<file path="config.mk">
export PLATFORM = sky130hd
export DESIGN_NAME = seeprom_port_arb
export DESIGN_NICKNAME = d
export VERILOG_FILES = /design/src/rtl/seeprom_pkg.sv /design/src/rtl/seeprom_arb.sv /design/src/rtl/seeprom_settle_timer.sv /design/src/rtl/seeprom_sync.sv /design/src/rtl/seeprom_port_arb.sv
export SDC_FILE = /design/constraint.sdc
export NUM_CORES = 1
export LEC_CHECK = 0
export CAP_MARGIN = 10
export CORE_ASPECT_RATIO = 1.1
export CORE_MARGIN = 1
export CORE_UTILIZATION = 30
export DETAILED_ROUTE_END_ITERATION = 12
export GPL_ROUTABILITY_DRIVEN = 0
export PLACE_DENSITY_LB_ADDON = 0.1
export RECOVER_POWER = 25
export SYNTH_ARGS = -nofsm -noshare
export SYNTH_HDL_FRONTEND = slang
export SYNTH_SLANG_ARGS = --single-unit
</file>
<file path="constraint.sdc">
create_clock -name clk -period 2.6 [get_ports clk]
set_input_delay 0.26 -clock clk [delete_from_list [all_inputs] [get_ports clk]]
set_output_delay 0.26 -clock clk [all_outputs]
set_load 0.01 [all_outputs]
</file>
<file path="src/rtl/seeprom_pkg.sv">
package seeprom_pkg;

  typedef enum logic [1:0] {
    OWN_IDLE  = 2'd0,
    OWN_OTHER = 2'd1,
    OWN_EEP   = 2'd2
  } owner_e;

  localparam int BIT_REQ = 5;
  localparam int BIT_RDY = 4;
  localparam int BIT_CS  = 3;
  localparam int BIT_SK  = 2;
  localparam int BIT_DO  = 1;
  localparam int BIT_DI  = 0;

  // clock cycles covering a delay in ns, rounded up; clock given in kHz
  function automatic int settle_cycles(input int delay_ns, input int clk_khz);
    return (delay_ns * clk_khz + 999_999) / 1_000_000;
  endfunction

endpackage

</file>
<file path="src/rtl/seeprom_arb.sv">
module seeprom_arb
  import seeprom_pkg::*;
(
  input  logic   clk,
  input  logic   rst,
  input  logic   other_req,
  input  logic   eep_req,
  output owner_e owner_q,
  output owner_e owner_n,
  output logic   other_gnt
);

  always_comb begin
    owner_n = owner_q;
    case (owner_q)
      OWN_IDLE: begin
        if (other_req)    owner_n = OWN_OTHER;
        else if (eep_req) owner_n = OWN_EEP;
      end
      OWN_OTHER: if (!other_req) owner_n = OWN_IDLE;
      OWN_EEP:   if (!eep_req)   owner_n = OWN_IDLE;
      default:   owner_n = OWN_IDLE;
    endcase
  end

  always_ff @(posedge clk) begin
    if (rst) owner_q <= OWN_IDLE;
    else     owner_q <= owner_n;
  end

  assign other_gnt = (owner_q == OWN_OTHER);

  // a running transfer of the other user is never cut short
  p_other_hold_r12: assert property (@(posedge clk) disable iff (rst)
    (owner_q == OWN_OTHER && other_req) |=> (owner_q == OWN_OTHER));

  // the EEPROM side keeps the port while it still requests
  p_eep_hold_r12: assert property (@(posedge clk) disable iff (rst)
    (owner_q == OWN_EEP && eep_req) |=> (owner_q == OWN_EEP));

  // hand-over always passes through the free state
  p_no_direct_r3: assert property (@(posedge clk) disable iff (rst)
    (owner_q == OWN_OTHER) |=> (owner_q != OWN_EEP));

endmodule

</file>
<file path="src/rtl/seeprom_settle_timer.sv">
module seeprom_settle_timer #(
  parameter int DELAY = 80
) (
  input  logic clk,
  input  logic rst,
  input  logic grant_q,
  input  logic grant_n,
  input  logic wr,
  output logic ready
);

  localparam int CW = $clog2(DELAY + 1);

  logic [CW-1:0] cnt_q;

  always_ff @(posedge clk) begin
    if (rst) begin
      ready <= 1'b0;
      cnt_q <= '0;
    end else if (!grant_n) begin
      ready <= 1'b0;
      cnt_q <= '0;
    end else if (!grant_q) begin
      ready <= 1'b1;          // grant indication, no timing implied
      cnt_q <= '0;
    end else if (wr) begin
      ready <= 1'b0;
      cnt_q <= CW'(DELAY);
    end else if (cnt_q == CW'(1)) begin
      ready <= 1'b1;
      cnt_q <= '0;
    end else if (cnt_q != '0) begin
      cnt_q <= cnt_q - CW'(1);
    end
  end

  // ready never shows without the port
  p_ready_needs_grant_r9: assert property (@(posedge clk) disable iff (rst)
    !grant_q |-> !ready);

  // a write under grant always drops ready
  p_write_drops_r5: assert property (@(posedge clk) disable iff (rst)
    (grant_q && grant_n && wr) |=> !ready);

  // the countdown never exceeds its load value
  p_cnt_bound_r5: assert property (@(posedge clk) disable iff (rst)
    cnt_q <= CW'(DELAY));

  // ready is held low while a countdown is pending
  p_busy_low_r6: assert property (@(posedge clk) disable iff (rst)
    (cnt_q != '0) |-> !ready);

endmodule

</file>
<file path="src/rtl/seeprom_sync.sv">
module seeprom_sync #(
  parameter int STAGES = 2
) (
  input  logic clk,
  input  logic rst,
  input  logic d,
  output logic q
);

  logic [STAGES-1:0] chain_q;

  generate
    for (genvar i = 0; i < STAGES; i++) begin : g_stage
      if (i == 0) begin : g_first
        always_ff @(posedge clk) begin
          if (rst) chain_q[0] <= 1'b0;
          else     chain_q[0] <= d;
        end
      end else begin : g_next
        always_ff @(posedge clk) begin
          if (rst) chain_q[i] <= 1'b0;
          else     chain_q[i] <= chain_q[i-1];
        end
      end
    end
  endgenerate

  assign q = chain_q[STAGES-1];

endmodule

</file>
<file path="src/rtl/seeprom_port_arb.sv">
module seeprom_port_arb
  import seeprom_pkg::*;
#(
  parameter int CLK_KHZ     = 100_000,
  parameter int SETTLE_NS   = 800,
  parameter int SYNC_STAGES = 2
) (
  input  logic       clk,
  input  logic       rst,
  input  logic       reg_wr,
  input  logic [7:0] reg_wdata,
  output logic [7:0] reg_rdata,
  input  logic       other_req,
  output logic       other_gnt,
  output logic       eep_cs,
  output logic       eep_sk,
  output logic       eep_do,
  input  logic       eep_di
);

  localparam int DELAY_RAW = settle_cycles(SETTLE_NS, CLK_KHZ);
  localparam int DELAY     = (DELAY_RAW < 1) ? 1 : DELAY_RAW;

  logic       req_q, req_n;
  logic [2:0] ctl_q, ctl_n;     // {select, clock, data-out}
  logic       ready;
  logic       di_s;
  owner_e     owner_q, owner_n;

  always_comb begin
    req_n = reg_wr ? reg_wdata[BIT_REQ] : req_q;
    ctl_n = reg_wr ? reg_wdata[BIT_CS:BIT_DO] : ctl_q;
    if (!req_n) ctl_n = 3'b000;
  end

  seeprom_arb u_arb (
    .clk       (clk),
    .rst       (rst),
    .other_req (other_req),
    .eep_req   (req_n),
    .owner_q   (owner_q),
    .owner_n   (owner_n),
    .other_gnt (other_gnt)
  );

  seeprom_settle_timer #(.DELAY(DELAY)) u_timer (
    .clk     (clk),
    .rst     (rst),
    .grant_q (owner_q == OWN_EEP),
    .grant_n (owner_n == OWN_EEP),
    .wr      (reg_wr),
    .ready   (ready)
  );

  seeprom_sync #(.STAGES(SYNC_STAGES)) u_sync (
    .clk (clk),
    .rst (rst),
    .d   (eep_di),
    .q   (di_s)
  );

  always_ff @(posedge clk) begin
    if (rst) begin
      req_q  <= 1'b0;
      ctl_q  <= 3'b000;
      eep_cs <= 1'b0;
      eep_sk <= 1'b0;
      eep_do <= 1'b0;
    end else begin
      req_q <= req_n;
      ctl_q <= ctl_n;
      if (owner_n == OWN_EEP) begin
        eep_cs <= ctl_n[2];
        eep_sk <= ctl_n[1];
        eep_do <= ctl_n[0];
      end else begin
        eep_cs <= 1'b0;
        eep_sk <= 1'b0;
        eep_do <= 1'b0;
      end
    end
  end

  assign reg_rdata = {2'b00, req_q, ready, ctl_q, di_s};

  // pins stay quiet whenever the EEPROM side lacks the port
  p_pins_idle_r8: assert property (@(posedge clk) disable iff (rst)
    (owner_q != OWN_EEP) |-> !(eep_cs || eep_sk || eep_do));

  // the other user's grant excludes any EEPROM activity
  p_mutex_r4: assert property (@(posedge clk) disable iff (rst)
    other_gnt |-> (!ready && !eep_cs && !eep_sk && !eep_do));

  // a write clearing the request releases the port on that edge
  p_release_r9: assert property (@(posedge clk) disable iff (rst)
    (reg_wr && !reg_wdata[BIT_REQ]) |=> (!ready && !eep_cs && !eep_sk && !eep_do));

endmodule

</file>
Word-level counts from Yosys, hierarchy flattened --
Index checks and enable logic that the tools add are counted.
Operators by class: add/sub/neg operators 1, eq/ne operators 5, multiplexer cells 14, bitwise operators 2, reduce and logical (&&, ||, !) cells 6
Operator list (count):
- 7-bit two-way mux | 3
- 2-bit two-way mux | 4
- 7-bit by 1-bit equality test with 1-bit output (second input constant) | 1
- 7-bit nonzero test | 1
- 7-bit by 1-bit subtractor with 7-bit output (second input constant) | 1
- 3-bit two-way mux | 2
- 2-bit case mux with 3 select lines | 1
- 5-bit OR reduction | 1
- 2-bit equality test (second input constant) | 2
- 1-bit two-way mux | 4
- 3-bit inequality test (second input constant) | 1
- 3-bit nonzero test | 1
- 3-bit OR reduction | 1
- 2-bit by 1-bit equality test with 1-bit output (second input constant) | 1
- 2-bit logical NOT | 1
- 1-bit inverter | 2
- 2-bit OR reduction | 1
Storage, ports and cells: bits in registers 19, output and inout bits 12, logic and storage cells 39

Logic depth before layout (Yosys ltp) --
Gate-level depths: netlist of the first run.
depth in word-level cells 7, gate-level depth with buffers 6, gate-level depth less buffers 5

Modules after synthesis --
Synthesis of the first run repeated with hierarchy kept, for this count alone.
Second synthesis, totals: cells, all modules 92, area total of the unflattened synthesis 932.1 um^2
By module, submodules not included:
- seeprom_settle_timer | instances 1, cells each 52, area each 479.2 um^2, sequential area each 160.2 um^2
- seeprom_port_arb | instances 1, cells each 29, area each 297.8 um^2, sequential area each 140.1 um^2
- seeprom_arb | instances 1, cells each 7, area each 102.6 um^2, sequential area each 40.0 um^2
- seeprom_sync | instances 1, cells each 4, area each 52.6 um^2, sequential area each 40.0 um^2

Worst setup path after synthesis of the first run --
OpenSTA, ideal clock, no wires.
kind reg2reg, start point reg u_timer.cnt_q[0], end point reg u_timer.cnt_q[4], library setup time 86 ps, arrival time 1505 ps, required time 2514 ps, setup slack 1009 ps, stages on the path, launching flop included 7, path buffers 1, period minus slack after synthesis 1591 ps, cell sequence dfxtp_1 inv_1 ha_1 or3b_2 clkbuf_2 o21a_1 a211oi_1
On the way: longest elaborated chain between the ends 4, elaborated cells on any way between the ends 7
RTL lines:
- start, declared | RTL line seeprom_settle_timer.sv:14 | logic [CW-1:0] cnt_q;
- start signal, assigned | RTL line seeprom_settle_timer.sv:28 | cnt_q <= CW'(DELAY);
- start signal, assigned | RTL line seeprom_settle_timer.sv:33 | cnt_q <= cnt_q - CW'(1);
- 7-bit by 1-bit subtractor with 7-bit output | RTL line seeprom_settle_timer.sv:33
- 7-bit two-way mux | RTL line seeprom_settle_timer.sv:32 | end else if (cnt_q != '0) begin
- 7-bit two-way mux | RTL line seeprom_settle_timer.sv:29 | end else if (cnt_q == CW'(1)) begin
- 7-bit two-way mux | RTL line seeprom_settle_timer.sv:26 | end else if (wr) begin
Parallel ways exist; a longest one is shown, timed or not. The select of a mux whose other input is x is not followed. A chain may end at the register's enable or synchronous reset.

Worst setup path in the final report of the first run --
start point reg u_timer.cnt_q[1], end point reg u_timer.cnt_q[4]
Same word-level chain as after synthesis.

==> metrics.md, run 1 <==
| Metric | Value |
|---|---|
| Yosys reg bits | `19` |
| Post-synth top area cell | `dfxtp_1` |
| Worst reg2reg path startpoint | `u_timer.cnt_q[1]` |
| Sw Ratio | `0.225` |
| Net Sw Power | `0.000111 W` |
| Hold path cells | `1` |
| First-pass GRT wire length | `2540 um` |
| Status | `complete, no violations` |
| Hold worst-path end | `u_sync.q` |
| PortBufs | `18` |
| Hold Buf Count CTS | `0` |
| Clock Sinks | `19` |
| Required time worst endpoint | `2.81 ns` |
| GRT overflow | `0` |
| Total power | `0.000495 W` |
| Share of power burned in registers | `0.608` |
| Comb pwr share | `0.093` |
| Clock latency on the worst-skew pair | `0.29 ns` |
| Hold Crit Class | `flip-flop to flip-flop` |
| Most Crowded Layer GR | `met2` |
| PwrDens | `491 nW/um^2` |
| Post-Syn Area | `806 um^2` |
| Worst reg2reg setup slack | `0.90 ns` |
| Seq/Total Area, Yosys | `0.472` |
| Total DRC errors in the routed layout | `0` |
| Pleak | `0.389 nW` |
| Setup crit start kind | `flip-flop` |
| FILL cells | `275` |
| Vias in the first global route | `595` |
| Antenna cells | `0` |
| Initial antenna violation count | `0` |
| H-tree Lvls | `1` |
| I/O pin total | `25` |
| Worst r2r dst | `u_timer.cnt_q[4]` |
| DRT Pass-1 Iters | `3` |
| Final setup fails | `0` |
| Mean number of vias per cell | `4.67` |
| Wire per inst | `10.9 um` |
| Post-DP HPWL | `1130 um` |
| Min cycle time layout | `1.70 ns` |
| Die ar. | `2900 um^2` |
| Initial DRC count | `5` |
| Avg Cell Area, Syn | `9.48 um^2` |
| Internal power | `0.000384 W` |
| Cells on worst reg2reg path | `5` |
| Largest net degree at the start of global routing | `11` |
| Post-CTS setup buffers | `0` |
| Synth Warn # | `0` |
| Register area | `380 um^2` |
| Setup crit end kind | `flip-flop` |
| Hold_sp | `u_sync.chain_q[0]` |
| Met1 usage in global routing | `0.146` |
| Met2 usage | `0.182` |
| Mapped Cells | `85` |
| Share of layout cells above drive strength 1 | `0.0594` |
| Setup TNS | `0 ns` |
| Synth cell count leaders | `dfxtp_1, nor2_1, inv_1` |
| Root Driver | `clkbuf_4` |
| Final nets | `117` |
| Pins Over Slew Limit | `0` |
| WP data arrival | `1.91 ns` |
| CORE AREA | `2520 um^2` |
| Row cnt | `19` |
| Max Clk Rate | `0.587 GHz` |
| Chip width | `51.4 um` |
| Ranking of synthesized cells by area | `dfxtp_1, buf_4, nor2_1, mux2i_1, ha_1` |
| CP max FO | `8` |
| GRT Total Usage | `0.117` |
| Final hold vios | `0` |
| Fin crit share | `0.655` |
| CTS Buf Count | `3` |
| Setup CP Type | `flip-flop to flip-flop` |
| Area growth syn-to-layout | `25.0%` |
| Post-cts repair resize count | `0` |
| VDD IR max | `0.246 mV` |
| Area occupied by multi-input gates | `359 um^2` |
| Post-synth top area share | `0.472` |
| Initial Util | `0.320` |
| Vias | `617` |
| Worst Skew | `0.00143 ns` |
| Post-synthesis async set-or-reset flop share | `0` |
| Clock Power Share | `0.299` |
| Ys flop type | `dfxtp_1` |
| Total wire length | `1440 um` |
| Clk slew on worst S/H paths | `0.11 ns` |
| Unrepaired setup endpoints after global routing | `no` |
| Maximum clock path buffer count | `2` |
| Post-synth cell types | `31` |
| CTS tree | `yes` |
| Top-count cell post-synth | `dfxtp_1` |
| Max Cap Violations | `0` |
| Die Span Y | `56.4 um` |
| Number of synthesized flops with an enable pin | `0` |
| Met3 usage | `0.0325` |
| ANT nets after route | `0` |
## through the flow
step	cells	area [um^2]	utilization	hold slack (ns)	setup WS, ns
finish	132	1010	0.400	0.453	0.897
global route	132	1010	0.400	0.476	0.759
CTS	132	1010	0.400	0.461	0.882
detailed placement	128	981	0.389	0.433	0.723
global placement	128	981	0.389	0.421	0.757
floorplan	86	810	-	0.332	1.01
## registers in the layout, summed over array words and instances (netlist names)
signal and flops:
ctl_q 3, eep_cs 1, eep_do 1, eep_sk 1, req_q 1, u_arb.owner_q 2
u_sync.chain_q 1, u_sync.q 1, u_timer.cnt_q 7, u_timer.ready 1
## power by group through the flow
stage / Combinational (W) / Sequential [W] / Clock, W
final: 0.0000460 / 0.000301 / 0.000148
after detailed placement: 0.0000472 / 0.000308 / 0
after global routing: 0.0000506 / 0.000302 / 0.000167
after CTS: 0.0000474 / 0.000301 / 0.000155
after global placement: 0.0000473 / 0.000308 / 0
after floorplan: 0.0000261 / 0.000308 / 0
## critical path: stages (launching register included)
cell,delay (ns)
dfxtp_1,0.35
inv_1,0.09
ha_1,0.21
or3b_2,0.55
o21a_1,0.20
a211oi_1,0.23
## cell families after synthesis
family,share of synthesized area
buffers and inverters,0.0869
XOR/XNOR,0.0109
flip-flops,0.472
adder cells (fa/ha/maj),0.0311
AO/OA/AOI/OAI,0.130
other,0.00465
multiplexers,0.0512
AND/OR/NAND/NOR,0.213
## how the worst max path moves through the flow
stage	endpoint	from
floorplan	u_timer.cnt_q[4]	u_timer.cnt_q[0]
global placement	u_timer.cnt_q[1]	rst
detailed placement	u_timer.cnt_q[1]	rst
CTS	u_timer.cnt_q[4]	u_timer.cnt_q[1]
global route	u_timer.cnt_q[4]	u_timer.cnt_q[1]
finish	u_timer.cnt_q[4]	u_timer.cnt_q[1]
## layer usage
layer / vias up / wire length, um
met5: - / 0
met4: 0 / 26
met3: 4 / 45
met2: 12 / 684
met1: 281 / 682
li1: 320 / -
## cells in the final DEF (no fill, tap or decap), drive strengths merged
cell type / n
or3b: 2
ha: 2
nor3b: 2
a311o: 1
nor2b: 3
or3: 2
nor4: 1
xnor2: 1
nor2: 10
a311oi: 1
nor3: 4
clkbuf: 4
conb: 2
o31ai: 2
or4: 1
inv: 6
clkdlybuf4s50: 16
nand2b: 3
dlygate4sd3: 2
o2111a: 1
mux2: 1
dfxtp: 19
o21ai: 4
o21a: 1
nand3: 2
a21oi: 1
mux2i: 3
nand2: 1
a211oi: 3
## final cells by class
type | count | area share
Timing Repair Buffer | 18 | 0.179
Sequential cell | 19 | 0.378
Clock buffer | 4 | 0.0261
Tap cell | 31 | 0.0385
Multi-Input combinational cell | 54 | 0.357
Inverter | 6 | 0.0224
Power figures use the tool's default switching activity.
==> inputs of run 2 (changes only) <==
==> constraint.sdc (replaced) <==
create_clock -name clk -period 1.41 [get_ports clk]
set_input_delay 0.141 -clock clk [delete_from_list [all_inputs] [get_ports clk]]
set_output_delay 0.141 -clock clk [all_outputs]
set_load 0.01 [all_outputs]
==> run 2 against run 1 <==
Compared with the run above: maximum frequency up 13%; largest power group unchanged; worst setup slack worse by 0.99 ns; final area up 13%; total power up 87%; sequential cell count unchanged; the run now ends with negative setup slack left; largest cell class is now multi-input gates; critical path depth down 2.
==> metrics.md, run 2 (same netlist as run 1, synthesis figures left out) <==
| Metric | Value |
|---|---|
| Total wire length | `1670 um` |
| CP max FO | `4` |
| Worst path slowest cell | `or4_4` |
| I/O pin total | `25` |
| Setup crit end kind | `flip-flop` |
| Worst Skew | `0.00728 ns` |
| Buffer and inverter count on the worst path | `0` |
| GRT Total Usage | `0.148` |
| Biggest register | `u_timer.cnt_q` |
| Top Family by Delay on Critical Path | `simple AND/OR/NAND/NOR gates` |
| Status | `finished with violations` |
| Max FFs per register | `7` |
| Clock Sinks | `19` |
| Unrepaired setup endpoints after global routing | `yes` |
| Required time worst endpoint | `1.63 ns` |
| Total DRC errors in the routed layout | `0` |
| Final instance area | `1130 um^2` |
| CTS tree | `yes` |
| Commonest non-fill, non-tap cell in the layout | `dfxtp_1` |
| Pleak | `0.449 nW` |
| Area growth syn-to-layout | `40.7%` |
| Hold Buf Count CTS | `0` |
| Setup TNS | `-0.0991 ns` |
| CORE AREA | `2520 um^2` |
| Crit-path cells | `or4_4, or3_4, a211oi_2` |
| Antenna cells | `0` |
| Most frequent cells in the layout | `dfxtp_1, clkdlybuf4s50_1, nor2_1, buf_4, inv_1` |
| Clk slew on worst S/H paths | `0.11 ns` |
| Max Clk Rate | `0.663 GHz` |
| VDD IR max | `0.595 mV` |
| Min cycle time layout | `1.51 ns` |
| Largest net degree at the start of global routing | `11` |
| GRT overflow | `0` |
| Post-DP HPWL | `1290 um` |
| Wire per inst | `11.7 um` |
| Final hold vios | `0` |
| Final WS setup | `-0.0984 ns` |
| Die ar. | `2900 um^2` |
| Maximum clock path buffer count | `2` |
| Initial antenna violation count | `0` |
| CTS Buf Count | `3` |
| Failing checks | `negative setup slack` |
| Vias in the first global route | `724` |
| Hold_sp | `eep_di` |
| Clock latency on the worst-skew pair | `0.30 ns` |
| H-tree Lvls | `1` |
| Mean number of vias per cell | `4.66` |
| Vias | `666` |
| DRT Pass-1 Iters | `2` |
| First-pass GRT wire length | `3090 um` |
| Chip width | `51.4 um` |
| WP data arrival | `1.73 ns` |
| Initial DRC count | `6` |
| Worst reg2reg path startpoint | `u_timer.cnt_q[0]` |
| PortBufs | `18` |
| Placed Area | `1080 um^2` |
| Max Cap Violations | `0` |
| Setup crit start kind | `flip-flop` |
| Final setup fails | `2` |
| Initial Util | `0.320` |
| Pins Over Slew Limit | `0` |
| FILL cells | `281` |
| Share of layout cells above drive strength 1 | `0.268` |
| Register area | `384 um^2` |
| ANT nets after route | `0` |
| Final nets | `128` |
| Row cnt | `19` |
| Hold Crit Class | `primary input to flip-flop` |
| Setup CP Type | `flip-flop to flip-flop` |
| CP peak stage delay | `0.52 ns` |
| Die Span Y | `56.4 um` |
| Largest registers | `u_timer.cnt_q: 7 flops, ctl_q: 3 flops, u_arb.owner_q: 2 flops` |
| Critical Path Source | `u_timer.cnt_q[0]` |
| Area occupied by multi-input gates | `408 um^2` |
| PwrDens | `818 nW/um^2` |
| Setup Slack @ Placement | `-0.207 ns` |
| Fin crit share | `1.07` |
| Root Driver | `clkbuf_4` |
==> run 2: cell count changes in the layout (fill, tap and decap cells not counted), sizes merged <==
cell,delta
clkbuf,+2
clkdlybuf4s25,+1
clkdlybuf4s50,-2
buf,+9
dlygate4sd2,+1
==> run 2: power breakdown <==
part | internal [W] | switching, W
clock | 0.000110 | 0.000168
sequential | 0.000548 | 0.00000483
combinational | 0.0000545 | 0.0000414
total | 0.000713 | 0.000214
==> run 2: worst paths after layout <==
path                       endpoint  slack [ns]  cells past startpoint
hold / removal    u_sync.chain_q[0]        0.38                      2
setup / recovery   u_timer.cnt_q[5]        -0.1                      3
hold reg to reg            u_sync.q        0.45                      1
setup reg to reg   u_timer.cnt_q[5]        -0.1                      3
==> run 2: per-layer routing <==
layer  part of all wire  GRT usage  up-vias
met1               0.45      0.176      307
met5                  0          0        -
met4              0.033      0.108        0
met3              0.025     0.0352        6
li1                   -          -      340
met2               0.50      0.226       13
==> run 2: layout make-up <==
type / count / share of cell area
clock buffer: 4 / 0.0232
inverter: 6 / 0.0199
multi-input combinational: 54 / 0.360
sequential: 19 / 0.339
tap: 31 / 0.0342
timing repair buffer: 29 / 0.224
==> run 2: metrics by stage <==
step                power [W]  hold slack, ns  std cells  utilization
floorplan            0.000616           0.213         86            -
global placement     0.000665           0.419        139        0.429
detailed placement   0.000666           0.434        139        0.429
CTS                  0.000948           0.362        143        0.441
global route         0.000970           0.392        143        0.450
finish               0.000928           0.381        143        0.450
==> run 2: timing repair <==
action	CTS	global route
gates resized for setup	2	11
endpoints found under the setup margin	3	8
pin swaps	0	4
setup buffers	0	0
